[config.mk]
export PLATFORM = sky130hd
export DESIGN_NAME = guard_mask_unit
export DESIGN_NICKNAME = d
export VERILOG_FILES = /design/src/rtl/gm_pkg.sv /design/src/rtl/gm_guard_eval.sv /design/src/rtl/gm_window.sv /design/src/rtl/gm_commit_out.sv /design/src/rtl/guard_mask_unit.sv
export SDC_FILE = /design/constraint.sdc
export NUM_CORES = 1
export LEC_CHECK = 0
export ABC_AREA = 1
export BUFFER_PORTS_ARGS = -buffer_cell sky130_fd_sc_hd__buf_2
export CAP_MARGIN = 20
export CORE_UTILIZATION = 30
export DETAILED_ROUTE_END_ITERATION = 6
export PLACE_DENSITY = 0.58
export SKIP_LAST_GASP = 1
export SLEW_MARGIN = 20
export SYNTH_ARGS = -nofsm -noshare
export SYNTH_HDL_FRONTEND = slang
export SYNTH_SLANG_ARGS = --single-unit
[constraint.sdc]
create_clock -name clk -period 1.4 [get_ports clk]
set_input_delay 0.35 -clock clk [delete_from_list [all_inputs] [get_ports clk]]
set_output_delay 0.35 -clock clk [all_outputs]
set_load 0.1 [all_outputs]
[src/rtl/gm_pkg.sv]
package gm_pkg;

  // Squash decision for a guard: true when the condition disagrees with
  // the polarity that would let dependents run.
  function automatic logic guard_squashes(input logic cond, input logic pol);
    return cond ^ pol;
  endfunction

endpackage

[src/rtl/gm_guard_eval.sv]
module gm_guard_eval #(
  parameter int WIN = 16
) (
  input  logic           guard_valid,
  input  logic           guard_cond,
  input  logic           guard_pol,
  input  logic [WIN-1:0] guard_mask,
  output logic [WIN-1:0] kill_vec
);
  import gm_pkg::*;

  logic hit;

  always_comb begin
    hit      = guard_valid & guard_squashes(guard_cond, guard_pol);
    kill_vec = hit ? guard_mask : '0;
  end

endmodule

[src/rtl/gm_window.sv]
module gm_window #(
  parameter int WIN = 16
) (
  input  logic           clk,
  input  logic           rst,
  input  logic           flush,
  input  logic           shift_en,
  input  logic [WIN-1:0] kill_vec,
  output logic [WIN-1:0] win_q
);

  logic [WIN-1:0] win_d;

  generate
    for (genvar i = 0; i < WIN; i++) begin : g_slot
      logic shifted;
      if (i == WIN - 1) begin : g_top
        assign shifted = shift_en ? 1'b0 : win_q[i];
      end else begin : g_body
        assign shifted = shift_en ? win_q[i+1] : win_q[i];
      end
      assign win_d[i] = flush ? 1'b0 : (shifted | kill_vec[i]);

      // with no shift and no flush a squashed slot stays squashed
      p_sticky_r5: assert property (@(posedge clk) disable iff (rst)
        (!flush && !shift_en && win_q[i]) |=> win_q[i]);
    end
  endgenerate

  always_ff @(posedge clk) begin
    if (rst) win_q <= '0;
    else     win_q <= win_d;
  end

  // a flush leaves an all-execute window
  p_flush_clear_r8: assert property (@(posedge clk) disable iff (rst)
    flush |=> (win_q == '0));

  // far-end slot enters as execute when nothing kills it
  p_fill_exec_r6: assert property (@(posedge clk) disable iff (rst)
    (!flush && shift_en && !kill_vec[WIN-1]) |=> !win_q[WIN-1]);

endmodule

[src/rtl/gm_commit_out.sv]
module gm_commit_out (
  input  logic clk,
  input  logic rst,
  input  logic issue_valid,
  input  logic front_squash,
  output logic commit_valid,
  output logic commit_en
);

  always_ff @(posedge clk) begin
    if (rst) begin
      commit_valid <= 1'b0;
      commit_en    <= 1'b0;
    end else begin
      commit_valid <= issue_valid;
      commit_en    <= issue_valid & ~front_squash;
    end
  end

  // a verdict follows every issue strobe by one cycle, and only then
  p_verdict_r2: assert property (@(posedge clk) disable iff (rst)
    issue_valid |=> commit_valid);
  p_no_verdict_r2: assert property (@(posedge clk) disable iff (rst)
    !issue_valid |=> !commit_valid);

endmodule

[src/rtl/guard_mask_unit.sv]
module guard_mask_unit #(
  parameter int WIN = 16
) (
  input  logic           clk,
  input  logic           rst,
  input  logic           flush,
  input  logic           guard_valid,
  input  logic           guard_cond,
  input  logic           guard_pol,
  input  logic [WIN-1:0] guard_mask,
  input  logic           issue_valid,
  output logic           commit_valid,
  output logic           commit_en
);

  logic [WIN-1:0] kill_vec;
  logic [WIN-1:0] win_q;

  gm_guard_eval #(.WIN(WIN)) u_eval (
    .guard_valid (guard_valid),
    .guard_cond  (guard_cond),
    .guard_pol   (guard_pol),
    .guard_mask  (guard_mask),
    .kill_vec    (kill_vec)
  );

  gm_window #(.WIN(WIN)) u_win (
    .clk      (clk),
    .rst      (rst),
    .flush    (flush),
    .shift_en (issue_valid),
    .kill_vec (kill_vec),
    .win_q    (win_q)
  );

  gm_commit_out u_out (
    .clk          (clk),
    .rst          (rst),
    .issue_valid  (issue_valid),
    .front_squash (win_q[0]),
    .commit_valid (commit_valid),
    .commit_en    (commit_en)
  );

  // a guard whose condition matches its polarity changes nothing
  p_match_idle_r4: assert property (@(posedge clk) disable iff (rst)
    (guard_valid && (guard_cond == guard_pol) && !issue_valid && !flush)
      |=> (win_q == $past(win_q)));

  // shift happens before the same-cycle guard is merged
  p_guard_align_r7: assert property (@(posedge clk) disable iff (rst)
    (guard_valid && (guard_cond != guard_pol) && guard_mask[0] && !flush)
      |=> win_q[0]);

endmodule

==> results.json <==
{
  "crit_chain": "clkbuf_4",
  "fmax_mhz": 766.9,
  "hold_ws_ns": 0.2223,
  "cp_num_buf_inv": 1,
  "grt_usage_pct": 12.76,
  "clk_path_buf_depth": 2,
  "syn-num-nets": 129,
  "status": "complete, no violations",
  "drcViolationCount": 0,
  "p_leak_nw": 0.4231,
  "rsz0062_at_grt": "false",
  "fin_setup_tns_ns": 0,
  "postCtsHoldBufs": 0,
  "routed_wl_um": 1812,
  "internal_power_uw": 764.2,
  "dieWidth_um": 55.30,
  "cts_tree": "yes",
  "cts-root-buf": "clkbuf_4",
  "grt_max_degree": 18,
  "period_needed_ns": 1.304,
  "dieHeight_um": 55.30,
  "cts_buffers": 3,
  "yosys.cell_types.count": 18,
  "skew_ns": 0.007592,
  "cts_max_level": 1,
  "avgViaCountPerCell": 4.917,
  "drv_cap": 0,
  "antenna_left": 0,
  "dp_hpwl_um": 1235,
  "clk_pin_slew_ns": 0.11,
  "finalSetupViolCount": 0,
  "synthTopCellsByArea": "dfxtp_1, nand4_1, a21oi_2",
  "p_sw_uw": 290.7,
  "hold_class": "primary input to flop",
  "n_antenna_cell": 0,
  "dr.pass1.iters": 4,
  "coreArea_um2": 2590,
  "clock_sinks": 18,
  "crit_fanout": 1,
  "period_share_pct": 93.13,
  "syn-mean-instance-area_um2": 8.038,
  "critPathKind": "flop to output pin",
  "worstSetupStartpointType": "flop",
  "combPwrFrac_pct": 17.9,
  "grt_pass1_vias": 757,
  "hold_viol_final": 0,
  "design.die.area_um2": 3058,
  "power_frac_seq_pct": 51.7,
  "max_stage_delay_ns": 0.33,
  "portBuffers": 24,
  "synth_cells": 106,
  "synth.top_cell.area_share_pct": 42.29,
  "ys_seq_area_share_pct": 42.29,
  "first_iter_violations": 5,
  "yosys-top-cells-count": "dfxtp_1, nand2_1, nand4_1, o21ai_1, a21oi_2",
  "critPathCaptureType": "output pin",
  "ioPinCount": 25,
  "relSlewSlack_pct": 79.48,
  "p_clk_share_pct": 30.4,
  "powerDensity_nw_per_um2": 1046,
  "synthToLayoutAreaGrowth_pct": 18.36,
  "yosysTopAreaCell": "dfxtp_1",
  "crit_family": "flip-flops",
  "slowest_stage": "dfxtp_1",
  "yosys_warnings": 0,
  "nets": 150,
  "insertion_delay_ns": 0.29,
  "ys_ff_latch": 18,
  "drive_gt1_share_pct": 34.92,
  "post_cts_resized": 0,
  "synth-async-reset-ratio_pct": 0,
  "num_vias": 767,
  "cp.required_ns": 1.05,
  "wl_per_cell_um": 11.62,
  "yosysMostFrequentCell": "dfxtp_1",
  "synth_edf_count": 0,
  "start_util_pct": 32.90,
  "report.final.slew_viol_count": 0,
  "grt_pass1_wl_um": 3146,
  "worstMarginPinSlew_ns": 0.3066,
  "gp_congestion": 0.7377,
  "antenna_found_initial": 0,
  "cts_setup_buffers": 0,
  "rows": 18,
  "worstPathArrival_ns": 0.95,
  "switching_share_pct": 27.56,
  "ir_drop_v": 0.0003648,
  "ys.flop_type": "dfxtp_1",
  "grt-ovfl-total": 0,
  "syn_area_um2": 852.1
}
## state kept, by name, summed over array words and instances (netlist names)
name	flops
u_out.commit_en	1
u_win.win_q	16
u_out.commit_valid	1
## through the flow
step	util (%)	worst slack [ns]	instances	instance area, um2	power [mW]
floorplan	-	0.1410	106	852.1	0.6968
global placement	37.34	0.2839	152	967.2	0.7418
detailed placement	37.34	0.2682	152	967.2	0.7450
CTS	38.74	0.006952	156	1003	1.066
global route	38.94	0.06832	156	1008	1.111
finish	38.94	0.09612	156	1008	1.055
## kinds of logic after synthesis
group                  after synthesis  share of synthesized area (%)
buffers and inverters               20                          12.48
DFF                                 18                          42.29
and+or+nand+nor                     37                          22.61
AOI/OAI and AO/OA                   31                          22.61
## power groups by stage
| stage | registers [mW] | clock network, mW | logic, mW |
|---|---|---|---|
| finish | 0.545 | 0.321 | 0.189 |
| global route | 0.548 | 0.352 | 0.211 |
| global placement | 0.556 | 0 | 0.185 |
| CTS | 0.545 | 0.332 | 0.190 |
| floorplan | 0.579 | 0 | 0.118 |
| detailed placement | 0.557 | 0 | 0.188 |
## final cells by class
class	instances	area, um2
clock buffer	4	36.28
inverter	11	43.79
timing repair buffer	25	145.1
fill	286	1582
tap	30	37.54
sequential	18	360.3
multi-input combinational	68	385.4
## routing by layer
| metal | track usage, % | routed length [um] | share of wire [%] |
|---|---|---|---|
| met5 | 0 | 0 | 0 |
| met4 | 8.571 | 27 | 1.5 |
| met3 | 1.874 | 65 | 3.6 |
| met2 | 21.34 | 862 | 48 |
| met1 | 15.01 | 856 | 47 |
## layout by cell type, fill, tap and decap left out
cell,count
clkbuf_8,1
nor2_1,1
nand2_4,1
or2_1,1
a21oi_2,10
nand4_1,16
nand2_1,16
buf_2,22
inv_1,8
buf_12,1
inv_2,2
a21oi_1,6
clkbuf_4,5
inv_4,1
nand2_2,1
dfxtp_1,18
o21ai_1,15
nor3_1,1
## final timing paths
path	slack [ns]	to	start	cells past startpoint
worst min-delay path	0.22	u_out.commit_valid	rst	2
worst min register to register	0.43	u_out.commit_en	u_win.win_q[0]	1
worst max register to register	0.69	u_win.win_q[5]	u_win.win_q[6]	4
worst max-delay path	0.1	commit_en	u_out.commit_en	1
Power figures use the tool's default switching activity.
